`src/rtl/dma2d_pkg.sv`:
```
package dma2d_pkg;

  typedef enum logic [2:0] {
    FLD_SRC = 3'd0,
    FLD_DST = 3'd1,
    FLD_WID = 3'd2,
    FLD_HGT = 3'd3,
    FLD_SKP = 3'd4,
    FLD_GO  = 3'd5,
    FLD_ACK = 3'd6
  } fld_e;

  typedef enum logic [2:0] {
    ST_IDLE  = 3'd0,
    ST_RD    = 3'd1,
    ST_DRAIN = 3'd2,
    ST_WR    = 3'd3,
    ST_ADV   = 3'd4
  } eng_st_e;

endpackage

```
`src/rtl/dma2d_chan.sv`:
```
module dma2d_chan
  import dma2d_pkg::*;
#(
  parameter int AW  = 16,
  parameter int LW  = 8,
  parameter int BLW = 4
) (
  input  logic          clk,
  input  logic          rst_n,
  input  logic          cfg_we,
  input  logic [2:0]    cfg_fld,
  input  logic [AW-1:0] cfg_wdata,
  input  logic          adv,
  input  logic [BLW-1:0] adv_len,
  output logic          req,
  output logic [AW-1:0] rd_addr,
  output logic [AW-1:0] wr_addr,
  output logic [LW-1:0] row_rem,
  output logic          busy,
  output logic          done
);

  // queued descriptor
  logic [AW-1:0] nx_src_q, nx_src_d, nx_dst_q, nx_dst_d;
  logic [LW-1:0] nx_w_q, nx_w_d, nx_h_q, nx_h_d, nx_k_q, nx_k_d;
  logic          pend_q, pend_d;
  // active descriptor
  logic [AW-1:0] a_row_q, a_row_d, a_dst_q, a_dst_d;
  logic [LW-1:0] a_w_q, a_w_d, a_k_q, a_k_d, a_col_q, a_col_d, a_rows_q, a_rows_d;
  logic          busy_q, busy_d, done_q, done_d;

  logic          go_now, load, finish;
  logic [LW:0]   col_sum;

  always_comb begin
    nx_src_d = nx_src_q;  nx_dst_d = nx_dst_q;
    nx_w_d   = nx_w_q;    nx_h_d   = nx_h_q;   nx_k_d = nx_k_q;
    pend_d   = pend_q;
    a_row_d  = a_row_q;   a_dst_d  = a_dst_q;
    a_w_d    = a_w_q;     a_k_d    = a_k_q;
    a_col_d  = a_col_q;   a_rows_d = a_rows_q;
    busy_d   = busy_q;    done_d   = done_q;
    load     = 1'b0;
    go_now   = cfg_we && (cfg_fld == FLD_GO);
    finish   = busy_q && ((a_w_q == '0) || (a_rows_q == '0));
    col_sum  = {1'b0, a_col_q} + (LW+1)'(adv_len);

    if (cfg_we) begin
      case (cfg_fld)
        FLD_SRC: nx_src_d = cfg_wdata;
        FLD_DST: nx_dst_d = cfg_wdata;
        FLD_WID: nx_w_d   = cfg_wdata[LW-1:0];
        FLD_HGT: nx_h_d   = cfg_wdata[LW-1:0];
        FLD_SKP: nx_k_d   = cfg_wdata[LW-1:0];
        FLD_ACK: done_d   = 1'b0;
        default: ;
      endcase
    end

    if (finish) begin
      if (pend_q || go_now) begin
        load   = 1'b1;
        pend_d = 1'b0;
      end else begin
        busy_d = 1'b0;
        done_d = 1'b1;
      end
    end else if (go_now) begin
      if (!busy_q) load = 1'b1;
      else         pend_d = 1'b1;
    end

    if (adv) begin
      a_dst_d = a_dst_q + AW'(adv_len);
      if (col_sum == {1'b0, a_w_q}) begin
        a_col_d  = '0;
        a_row_d  = a_row_q + AW'(a_w_q) + AW'(a_k_q);
        a_rows_d = a_rows_q - 1'b1;
      end else begin
        a_col_d  = col_sum[LW-1:0];
      end
    end

    if (load) begin
      a_row_d  = nx_src_q;
      a_dst_d  = nx_dst_q;
      a_w_d    = nx_w_q;
      a_k_d    = nx_k_q;
      a_rows_d = nx_h_q;
      a_col_d  = '0;
      busy_d   = 1'b1;
      done_d   = 1'b0;
    end
  end

  always_ff @(posedge clk or negedge rst_n) begin
    if (!rst_n) begin
      nx_src_q <= '0; nx_dst_q <= '0; nx_w_q <= '0; nx_h_q <= '0; nx_k_q <= '0;
      pend_q   <= 1'b0;
      a_row_q  <= '0; a_dst_q  <= '0; a_w_q  <= '0; a_k_q  <= '0;
      a_col_q  <= '0; a_rows_q <= '0;
      busy_q   <= 1'b0; done_q <= 1'b0;
    end else begin
      nx_src_q <= nx_src_d; nx_dst_q <= nx_dst_d;
      nx_w_q   <= nx_w_d;   nx_h_q   <= nx_h_d;   nx_k_q <= nx_k_d;
      pend_q   <= pend_d;
      a_row_q  <= a_row_d;  a_dst_q  <= a_dst_d;
      a_w_q    <= a_w_d;    a_k_q    <= a_k_d;
      a_col_q  <= a_col_d;  a_rows_q <= a_rows_d;
      busy_q   <= busy_d;   done_q   <= done_d;
    end
  end

  assign req     = busy_q && (a_w_q != '0) && (a_rows_q != '0);
  assign rd_addr = a_row_q + AW'(a_col_q);
  assign wr_addr = a_dst_q;
  assign row_rem = a_w_q - a_col_q;
  assign busy    = busy_q;
  assign done    = done_q;


  adv_in_row_chk: assert property (@(posedge clk) disable iff (!rst_n)
    adv |-> (req && (({1'b0, a_col_q} + (LW+1)'(adv_len)) <= {1'b0, a_w_q})));


  fell_busy_done_chk: assert property (@(posedge clk) disable iff (!rst_n)
    $fell(busy_q) |-> done_q);


  pend_busy_chk: assert property (@(posedge clk) disable iff (!rst_n)
    pend_q |-> busy_q);

endmodule

```
`src/rtl/dma2d_rr_arb.sv`:
```
module dma2d_rr_arb #(
  parameter int N  = 4,
  parameter int CW = 2
) (
  input  logic          clk,
  input  logic          rst_n,
  input  logic [N-1:0]  req,
  input  logic          take,
  output logic          gnt_vld,
  output logic [CW-1:0] gnt_idx
);

  logic [CW-1:0] ptr_q, ptr_d;

  always_comb begin
    gnt_vld = 1'b0;
    gnt_idx = '0;
    for (int k = 0; k < N; k++) begin
      automatic int c = (int'(ptr_q) + k) % N;
      if (!gnt_vld && req[c]) begin
        gnt_vld = 1'b1;
        gnt_idx = CW'(c);
      end
    end
  end

  always_comb begin
    ptr_d = ptr_q;
    if (take) ptr_d = CW'((int'(gnt_idx) + 1) % N);
  end

  always_ff @(posedge clk or negedge rst_n) begin
    if (!rst_n) ptr_q <= '0;
    else        ptr_q <= ptr_d;
  end


  take_req_chk: assert property (@(posedge clk) disable iff (!rst_n)
    take |-> (gnt_vld && req[gnt_idx]));

endmodule

```
`src/rtl/dma2d_stage_buf.sv`:
```
module dma2d_stage_buf #(
  parameter int DEPTH = 8,
  parameter int DW    = 32,
  parameter int IW    = 3
) (
  input  logic          clk,
  input  logic          we,
  input  logic [IW-1:0] waddr,
  input  logic [DW-1:0] wdata,
  input  logic [IW-1:0] raddr,
  output logic [DW-1:0] rdata
);

  logic [DW-1:0] mem_q [DEPTH];

  always_ff @(posedge clk) begin
    if (we) mem_q[waddr] <= wdata;
  end

  assign rdata = mem_q[raddr];

endmodule

```
`src/rtl/dma2d_top.sv`:
```
module dma2d_top
  import dma2d_pkg::*;
#(
  parameter int NCH   = 4,
  parameter int AW    = 16,
  parameter int DW    = 32,
  parameter int LW    = 8,
  parameter int BURST = 8
) (
  input  logic                   clk,
  input  logic                   rst_n,
  input  logic                   cfg_we,
  input  logic [$clog2(NCH)-1:0] cfg_ch,
  input  logic [2:0]             cfg_fld,
  input  logic [AW-1:0]          cfg_wdata,
  output logic                   mem_req,
  output logic                   mem_we,
  output logic [AW-1:0]          mem_addr,
  output logic [DW-1:0]          mem_wdata,
  input  logic [DW-1:0]          mem_rdata,
  output logic [NCH-1:0]         ch_busy,
  output logic [NCH-1:0]         ch_done,
  output logic                   irq
);

  localparam int CW  = $clog2(NCH);
  localparam int BLW = $clog2(BURST + 1);
  localparam int BIW = $clog2(BURST);

  logic [NCH-1:0] req_v, adv_v;
  logic [AW-1:0]  rd_addr_a [NCH];
  logic [AW-1:0]  wr_addr_a [NCH];
  logic [LW-1:0]  row_rem_a [NCH];

  eng_st_e        st_q, st_d;
  logic [CW-1:0]  gch_q, gch_d;
  logic [BLW-1:0] len_q, len_d, idx_q, idx_d;
  logic [AW-1:0]  rbase_q, rbase_d, wbase_q, wbase_d;
  logic           cap_v_q;
  logic [BIW-1:0] cap_i_q;

  logic           take, gnt_vld;
  logic [CW-1:0]  gnt_idx;
  logic [LW-1:0]  rem_g;
  logic [DW-1:0]  buf_rdata;

  for (genvar g = 0; g < NCH; g++) begin : g_chan
    dma2d_chan #(.AW(AW), .LW(LW), .BLW(BLW)) u_chan (
      .clk      (clk),
      .rst_n    (rst_n),
      .cfg_we   (cfg_we && (cfg_ch == CW'(g))),
      .cfg_fld  (cfg_fld),
      .cfg_wdata(cfg_wdata),
      .adv      (adv_v[g]),
      .adv_len  (len_q),
      .req      (req_v[g]),
      .rd_addr  (rd_addr_a[g]),
      .wr_addr  (wr_addr_a[g]),
      .row_rem  (row_rem_a[g]),
      .busy     (ch_busy[g]),
      .done     (ch_done[g])
    );
  end

  dma2d_rr_arb #(.N(NCH), .CW(CW)) u_arb (
    .clk    (clk),
    .rst_n  (rst_n),
    .req    (req_v),
    .take   (take),
    .gnt_vld(gnt_vld),
    .gnt_idx(gnt_idx)
  );

  dma2d_stage_buf #(.DEPTH(BURST), .DW(DW), .IW(BIW)) u_buf (
    .clk  (clk),
    .we   (cap_v_q),
    .waddr(cap_i_q),
    .wdata(mem_rdata),
    .raddr(idx_q[BIW-1:0]),
    .rdata(buf_rdata)
  );

  assign rem_g = row_rem_a[gnt_idx];

  always_comb begin
    st_d     = st_q;
    gch_d    = gch_q;
    len_d    = len_q;
    idx_d    = idx_q;
    rbase_d  = rbase_q;
    wbase_d  = wbase_q;
    take     = 1'b0;
    adv_v    = '0;
    mem_req  = 1'b0;
    mem_we   = 1'b0;
    mem_addr = '0;
    case (st_q)
      ST_IDLE: begin
        if (gnt_vld) begin
          take    = 1'b1;
          gch_d   = gnt_idx;
          len_d   = (rem_g > LW'(BURST)) ? BLW'(BURST) : BLW'(rem_g);
          rbase_d = rd_addr_a[gnt_idx];
          wbase_d = wr_addr_a[gnt_idx];
          idx_d   = '0;
          st_d    = ST_RD;
        end
      end
      ST_RD: begin
        mem_req  = 1'b1;
        mem_addr = rbase_q + AW'(idx_q);
        if (idx_q == len_q - 1'b1) begin
          idx_d = '0;
          st_d  = ST_DRAIN;
        end else begin
          idx_d = idx_q + 1'b1;
        end
      end
      ST_DRAIN: st_d = ST_WR;
      ST_WR: begin
        mem_req  = 1'b1;
        mem_we   = 1'b1;
        mem_addr = wbase_q + AW'(idx_q);
        if (idx_q == len_q - 1'b1) begin
          idx_d = '0;
          st_d  = ST_ADV;
        end else begin
          idx_d = idx_q + 1'b1;
        end
      end
      ST_ADV: begin
        adv_v[gch_q] = 1'b1;
        st_d         = ST_IDLE;
      end
      default: st_d = ST_IDLE;
    endcase
  end

  assign mem_wdata = buf_rdata;
  assign irq       = |ch_done;

  always_ff @(posedge clk or negedge rst_n) begin
    if (!rst_n) begin
      st_q    <= ST_IDLE;
      gch_q   <= '0;
      len_q   <= '0;
      idx_q   <= '0;
      rbase_q <= '0;
      wbase_q <= '0;
      cap_v_q <= 1'b0;
      cap_i_q <= '0;
    end else begin
      st_q    <= st_d;
      gch_q   <= gch_d;
      len_q   <= len_d;
      idx_q   <= idx_d;
      rbase_q <= rbase_d;
      wbase_q <= wbase_d;
      cap_v_q <= (st_q == ST_RD);
      cap_i_q <= idx_q[BIW-1:0];
    end
  end


  burst_len_chk: assert property (@(posedge clk) disable iff (!rst_n)
    (st_q != ST_IDLE) |-> ((len_q != '0) && (len_q <= BLW'(BURST))));


  wr_after_drain_chk: assert property (@(posedge clk) disable iff (!rst_n)
    ((st_q == ST_WR) && ($past(st_q) != ST_WR)) |-> ($past(st_q) == ST_DRAIN));


  capture_chk: assert property (@(posedge clk) disable iff (!rst_n)
    cap_v_q |-> $past(mem_req && !mem_we));

endmodule

```
`config.mk`:
```
export PLATFORM = sky130hd
export DESIGN_NAME = dma2d_top
export DESIGN_NICKNAME = d
export VERILOG_FILES = /design/src/rtl/dma2d_pkg.sv /design/src/rtl/dma2d_chan.sv /design/src/rtl/dma2d_rr_arb.sv /design/src/rtl/dma2d_stage_buf.sv /design/src/rtl/dma2d_top.sv
export SDC_FILE = /design/constraint.sdc
export NUM_CORES = 2
export LEC_CHECK = 0
export ABC_AREA = 1
export BUFFER_PORTS_ARGS = -buffer_cell sky130_fd_sc_hd__buf_4
export CORE_MARGIN = 2
export CORE_UTILIZATION = 55
export DETAILED_ROUTE_END_ITERATION = 10
export PLACE_DENSITY = 0.72
export SLEW_MARGIN = 20
export SYNTH_ARGS = -nofsm -noshare
export SYNTH_HDL_FRONTEND = slang
export SYNTH_HIERARCHICAL = 1
export SYNTH_SLANG_ARGS = --single-unit
```
`constraint.sdc`:
```
create_clock -name clk -period 3 [get_ports clk]
set_input_delay 0.3 -clock clk [delete_from_list [all_inputs] [get_ports clk]]
set_output_delay 0.3 -clock clk [all_outputs]
set_load 0.01 [all_outputs]
```
# Word-level counts from Yosys, hierarchy flattened
# Memories as Yosys holds them, arrays and structs flattened.
# Cells that the tools add are included.
totals:
  reg_bits: 543
  ram_bits: 256
  in_bits: 56
  out_inout_bits: 59
  elab_cells: 412
  n_memories: 1
classes:
  add_sub_neg: 36
  order_cmp: 8
  n_eq_ne: 29
  mux: 154
  n_bitwise: 4
  n_reduce_logical: 115
mem_list:
  columns: ["name", "depth", "word_bits", "rd", "rd_clocked_by_memory_dff", "wr", "line", "source"]
  rows:
  - ["u_buf.mem_q", 8, 32, 1, 0, 1, "dma2d_stage_buf.sv:14", "logic [DW-1:0] mem_q [DEPTH];"]
ops:
  columns: ["op", "count"]
  rows:
  - ["$mux W16", 24]
  - ["$mux W8", 26]
  - ["$add A16 B8 Y16", 12]
  - ["$add A16 B4 Y16", 6]
  - ["$mux W1", 82]
  - ["$bmux W16 S2", 2]
  - ["$logic_not A8 Y1", 8]
  - ["$reduce_bool A8 Y1", 8]
  - ["$reduce_and A2 Y1", 30]
  - ["$reduce_bool A2 Y1", 21]
  - ["$add A8 B4 Y9", 4]
  - ["$eq A9 B8 Y1", 4]
  - ["$pmux W16 S2", 1]
  - ["$sub A8 B1 Y8 const B", 4]
  - ["$sub A8 B8 Y8", 4]
  - ["$logic_and A1 B1 Y1", 24]
  - ["$bmux W8 S2", 1]
  - ["$mux W4", 4]
  - ["$reduce_and A3 Y1", 5]
  - ["$ne A2 B2 Y1 const B", 7]
  - ["$eq A3 B2 Y1 const B", 4]
  - ["$eq A3 B3 Y1 const B", 4]
  - ["$lt A3 B4 Y1 const B", 3]
  - ["$pmux W3 S4", 1]
  - ["other kinds (26)", 57]

# Logic depth before layout (Yosys ltp)
logic_depth:
  word_depth: 21
  depth_mapped: 26
  mapped_depth_nobuf: 26

# Modules after synthesis
# Netlist, hierarchy kept.
modules_own_cells:
  columns: ["module", "n_inst", "cells_each", "area_per_inst_um2", "seq_area_each_um2"]
  rows:
  - ["dma2d_chan (g_chan[1].u_chan ...)", 2, 977, 7654.8, 3078.0]
  - ["dma2d_stage_buf", 1, 1124, 11232.0, 7687.4]
  - ["dma2d_chan (g_chan[3].u_chan)", 1, 948, 7609.8, 3078.0]
  - ["dma2d_chan (g_chan[0].u_chan)", 1, 941, 7365.8, 3078.0]
  - ["dma2d_top", 1, 624, 3935.0, 1226.2]
  - ["dma2d_rr_arb", 1, 73, 372.9, 50.0]

# Worst setup path before layout
# Ideal clock, no wire load.
synth_timing:
  kind: "reg2reg"
  from: "reg g_chan[0].u_chan.a_rows_q[7]"
  to: "reg rbase_q[14]"
  setup_ps: 66
  arrival_ps: 2620
  required_time_ps: 2934
  slack_ps: 314
  stages_incl_launch_ff: 21
  n_path_buf: 2
  synth_period_minus_slack_ps: 2686
  cell_sequence: "dfrtp_1 -> or2_1 -> nor3_1 -> nor2_1 -> nand2_2 -> inv_1 -> inv_1 -> nand2_1 -> nand3_1 -> nand2_2 -> nor2_4 -> nand3_1 -> nand3_1 -> inv_1 -> clkinv_1 -> buf_2 -> clkbuf_1 -> nor2_1 -> o22ai_1 -> nand2_1 -> nand2_1"
synth_between:
  elab_cells_between_ends: 32
  classes_between: "mux: 22; bitwise: 1; reduce/logical: 9"
synth_rtl:
  columns: ["item", "line", "source"]
  rows:
  - ["from (decl)", "dma2d_chan.sv:29", "logic [LW-1:0] a_w_q, a_w_d, a_k_q, a_k_d, a_col_q, a_col_d, a_rows_q, a_rows_d;"]
  - ["from (signal assigned)", "dma2d_chan.sv:109", "a_col_q <= a_col_d; a_rows_q <= a_rows_d;"]
  - ["$reduce_bool A8 Y1 (*)", "dma2d_chan.sv:114", "assign req = busy_q && (a_w_q != '0) && (a_rows_q != '0);"]
  - ["$logic_and A1 B1 Y1 (*)", "dma2d_chan.sv:114", null]
  - ["net req_v[0]", "dma2d_top.sv:30", "logic [NCH-1:0] req_v, adv_v;"]
  - ["$bmux W1 S2", "dma2d_rr_arb.sv:20", "if (!gnt_vld && req[c]) begin"]
  - ["$mux W1 (not written as such)", "dma2d_rr_arb.sv:20", null]
  - ["$mux W1", "dma2d_rr_arb.sv:20", null]
  - ["$logic_not A1 Y1", "dma2d_rr_arb.sv:20", null]
  - ["$logic_and A1 B1 Y1", "dma2d_rr_arb.sv:20", null]
  - ["$mux W1", "dma2d_rr_arb.sv:20", null]
  - ["$logic_not A1 Y1", "dma2d_rr_arb.sv:20", null]
  - ["$logic_and A1 B1 Y1", "dma2d_rr_arb.sv:20", null]
  - ["$mux W1", "dma2d_rr_arb.sv:20", null]
  - ["$logic_not A1 Y1", "dma2d_rr_arb.sv:20", null]
  - ["$logic_and A1 B1 Y1", "dma2d_rr_arb.sv:20", null]
  - ["$mux W1 (*)", "dma2d_rr_arb.sv:20", null]
  - ["net gnt_vld", "dma2d_top.sv:42", "logic take, gnt_vld;"]
  - ["$reduce_and A2 Y1 (no line) (*)", null, null]
  - ["to (signal assigned)", "dma2d_top.sv:157", "rbase_q <= rbase_d;"]
  - ["to (decl)", "dma2d_top.sv:38", "logic [AW-1:0] rbase_q, rbase_d, wbase_q, wbase_d;"]
# The timed path passes the listed nets; every way through them passes the cells marked *. The select of a mux whose other input is x is not followed.
# A chain may end at the register's enable or synchronous reset.

# Worst setup path after layout
layout_timing:
  from: "reg st_q[1]"
  to: "out mem_addr[14]"
layout_between:
  elab_chain_cells: 2
  elab_cells_between_ends: 3
  classes_between: "eq/ne: 2; mux: 1"
layout_rtl:
  columns: ["item", "line", "source"]
  rows:
  - ["from (decl)", "dma2d_top.sv:35", "eng_st_e st_q, st_d;"]
  - ["from (signal assigned)", "dma2d_top.sv:153", "st_q <= st_d;"]
  - ["$eq A3 B2 Y1 / $eq A3 B1 Y1 (equally long branches)", "dma2d_top.sv:97", "case (st_q)"]
  - ["$pmux W16 S2 (*)", "dma2d_top.sv:97", null]
  - ["to (decl)", "dma2d_top.sv:18", "output logic [AW-1:0] mem_addr,"]
# Mark *: on every way between the ends. The rest lies on a longest branch, timed or not.

==> key figures <==
STA
  – RSZ-0062 raised after global routing: yes
  – Worst Clk Skew: 0.0178 ns
  – Final WS setup: -0.285 ns
  – Slew Limit Fails: 0
  – Final Setup Violations: 37
  – TNS Setup: -3.08 ns
  – Fin crit period: between 3 and 4 ns
  – Worst slew pin tran: ~0.7 ns
  – Slew HR: 52.9%
  – Fin. Hold Viols: 0
  – Fmax: between 300 and 400 MHz
  – Hold WS: approximately 0.017 ns
  – Final period utilization: 109%

Global route
  – Largest net degree at the start of global routing: around 130
  – Vias in the first global route: roughly 37000
  – Initial antenna violation count: 6
  – GRT overflow: 0
  – First-pass GRT wire length: between 200 and 250 mm
  – All-Layer GR Usage: 31.0%

Min path
  – Tightest Hold Check Type: input port to flip-flop
  – Hold worst-path end: g_chan[1].u_chan/nx_dst_q[14]
  – Worst hold start: cfg_wdata[14]
  – Hold-critical path depth: 3

Worst setup path
  – Reg2reg start: g_chan[2].u_chan/a_w_q[0]
  – Setup crit start kind: flip-flop
  – Crit-path max FO: 4
  – Worst setup path category: flip-flop to primary output
  – Reg2Reg Setup Slack: 0.11 ns
  – Type of destination of the critical path: primary output
  – WP data required: 2.70 ns
  – R2r endpoint: len_q[2]
  – Worst reg2reg path depth: 20
  – Critical Path AT: about 3 ns

Clock tree
  – CTS tree: yes
  – Root buffer cell: clkbuf_16
  – Num CTS Buffers: 87
  – Max H-tree Level: 3
  – Clk sinks: ~800
  – Clk_lat worst skew: approximately 0.65 ns
  – Max clock buf depth: 3
  – Clock-pin transition on the worst setup and hold timing paths: approximately 0.060 ns

Logic synthesis
  – Post-synth ARST share: between 60% and 70%
  – Syn Inst Count: 5664
  – Main synth FF type: dfrtp_1
  – Post-synth EDFFs: about 260
  – Unique masters post-synth: between 50 and 60
  – Syn Nets: around 6000
  – Number of synthesized register bits: around 800
  – Avg Synthesized Cell Area: just over 8 um^2
  – Netlist Area Pre-Place: about 46000 um^2
  – YS warnings: 6
  – Seq/Total Area, Yosys: 46.4%

Detailed routing
  – Post-route DRC: 0
  – Drt initial violations: roughly 3600
  – DR pass1 iterations: 6
  – Vias: ~39000
  – Routed WL per cell: 18.8 um
  – Routed WL: ~130 mm
  – DR vias/cell: between 5 and 6
  – Remaining antenna violation count: 0

Power
  – Switching share of power: a little under a quarter
  – Peak VDD IR: 0.000478 V
  – PwrDens: roughly 460 nW/um^2
  – Cell Int Power: about 19 mW
  – Sw Pwr: ~5.5 mW
  – Clock group share of total power: between 40% and 50%
  – Combinational Power Share: around 4.1%
  – Reg power frac: between 50% and 60%
  – P_leak: 25.7 nW

Die
  – I/O pin total: ~120
  – Std cell rows: between 100 and 150
  – Starting density of the core: 55.7%
  – Die ar.: 85600 um^2
  – Core region area: slightly above 80000 um^2
  – Die X: 293 um
  – Die Height: just under 300 um

Final layout
  – Final layout net count: 6168
  – Synth-to-Final Area Change: 14.7%
  – Fin util: a little under two thirds
  – Antenna cell count: 0
  – Commonest non-fill, non-tap cells in the layout: 1800 x nand2_1, 684 x inv_1, 537 x dfrtp_1
  – Fillcell total: 6998
  – Fraction of layout cells with a size suffix above 1: a little over an eighth
  – Commonest non-fill, non-tap cell in the layout: nand2_1

Placed design
  – Port bufs: around 110
  – Pre-CTS setup slack: -0.117 ns
  – Post-detail-place hpwl: roughly 94 mm
  – GPL Wtd Cong: 0.980

Run
  – Max-Cap Viols: 0

Status
  – Status: complete, but fails checks
  – Failing checks: setup timing
[how the worst max path moves through the flow]
stage                                 startpoint      endpoint  slack [ns]
floorplan           g_chan[0].u_chan/a_rows_q[7]   rbase_q[14]        0.31
global placement       g_chan[2].u_chan/a_w_q[4]      len_q[0]        -0.1
detailed placement     g_chan[2].u_chan/a_w_q[4]      len_q[1]       -0.12
CTS                                      st_q[0]  mem_addr[10]       -0.20
global route                             st_q[2]  mem_addr[14]       -0.40
finish                                   st_q[1]  mem_addr[14]       -0.28
[critical path, cell delays in order (launching register included)]
cell     delay (ns)
dfrtp_2        0.44
nand2_4        0.07
nor2_4         0.12
nand2_2        0.06
nand2_2        0.09
ha_4           0.15
inv_2          0.04
fa_2           0.35
nor2_2         0.09
nand2_1        0.06
nand2_2        0.10
nand2_2        0.09
nor2_4         0.17
nand3_2        0.08
nand2_1        0.06
nand2_1        0.06
nor2_2         0.16
buf_6          0.14
[state kept, by name, indices dropped and copies added, names as in the netlist, 3 cells and up]
register                flops
cap_i_q                     3
len_q                       4
g_chan.u_chan/a_rows_q     32
g_chan.u_chan/a_col_q      32
st_q                        3
g_chan.u_chan/nx_h_q       32
idx_q                       4
g_chan.u_chan/nx_src_q     64
rbase_q                    16
g_chan.u_chan/pend_q        4
g_chan.u_chan/nx_k_q       32
g_chan.u_chan/a_w_q        32
g_chan.u_chan/a_row_q      64
g_chan.u_chan/a_k_q        32
wbase_q                    16
g_chan.u_chan/wr_addr      64
g_chan.u_chan/nx_dst_q     64
u_buf/mem_q               256
g_chan.u_chan/nx_w_q       32
g_chan.u_chan/busy          4
g_chan.u_chan/done          4
[cells by family after synthesis]
family	count (synthesis)	share of synthesized area, %
buffers and inverters	941	8.77
flip-flops	799	46.4
XOR/XNOR	191	3.65
AND/OR/NAND/NOR	2835	26.9
adder cells (fa/ha/maj)	192	6.11
AO/OA/AOI/OAI	706	8.16
[cell type report]
class | count | area [um^2] | area share, %
clock buffer | 117 | 2470 | 4.70
tap | 1070 | 1340 | 2.55
clock inverter | 42 | 443 | 0.842
timing repair buffer | 380 | 3350 | 6.37
timing repair inverter | 1 | 5.00 | 0.00952
multi-input combinational | 3924 | 21000 | 39.8
sequential | 799 | 21300 | 40.5
inverter | 727 | 2740 | 5.20
[synth_stat cells (14+ instances only)]
| cell | instances | area share, % |
|---|---|---|
| nand2_1 | 1822 | 15 |
| inv_1 | 696 | 5.7 |
| dfrtp_1 | 543 | 30 |
| o21ai_0 | 478 | 5.2 |
| nand3_1 | 463 | 5.1 |
| edfxtp_1 | 256 | 17 |
| nor2_1 | 255 | 2.1 |
| ha_1 | 139 | 3.8 |
| xor2_1 | 125 | 2.4 |
| a21oi_1 | 107 | 1.2 |
| clkbuf_1 | 73 | 0.60 |
| buf_2 | 72 | 0.79 |
| nand3_2 | 67 | 1.5 |
| xnor2_1 | 66 | 1.3 |
| nand2_2 | 64 | 0.87 |
| fa_1 | 53 | 2.3 |
| nor3_1 | 51 | 0.56 |
| nand4_1 | 44 | 0.60 |
| o22ai_1 | 33 | 0.45 |
| buf_4 | 27 | 0.44 |
| buf_6 | 27 | 0.66 |
| inv_2 | 27 | 0.22 |
| o211ai_1 | 25 | 0.41 |
| o21ai_1 | 21 | 0.23 |
| nor2_2 | 16 | 0.22 |
| nand3b_1 | 14 | 0.23 |
[routing by layer]
metal	global-route usage [%]	up-vias	part of all wire, %
li1	-	18687	-
met1	43.2	18400	43
met2	49.6	1278	46
met3	4.57	227	7.5
met4	11.0	4	3.6
met5	0	-	0.018
[power groups by stage]
stage                     logic (mW)  registers (mW)  clock network (mW)
after floorplan                0.457            12.3                   0
after global placement         0.904            12.3                   0
after detailed placement       0.945            12.4                   0
after CTS                      0.989            12.2                11.0
after global routing            1.13            12.2                11.5
final                          0.975            12.2                10.9
[stage by stage]
stage / std cells / instance area, um^2 / total power [mW]
after CTS: 7045 / 52200 / 24.2
after global routing: 7060 / 52600 / 24.9
after detailed placement: 6843 / 48700 / 13.3
after global placement: 6843 / 48700 / 13.3
after floorplan: 5664 / 45800 / 12.7
final: 7060 / 52600 / 24.1
[what timing repair did]
item	4_1_cts	5_1_grt
hold buffers	33	0
gates cloned	0	3
buffers inserted	10	12
endpoints found under the setup margin	26	107
pin swaps	11	22
endpoints found under the hold margin	305	0
gates resized for setup	45	89
Note: power is estimated with default switching activity, not from simulation.
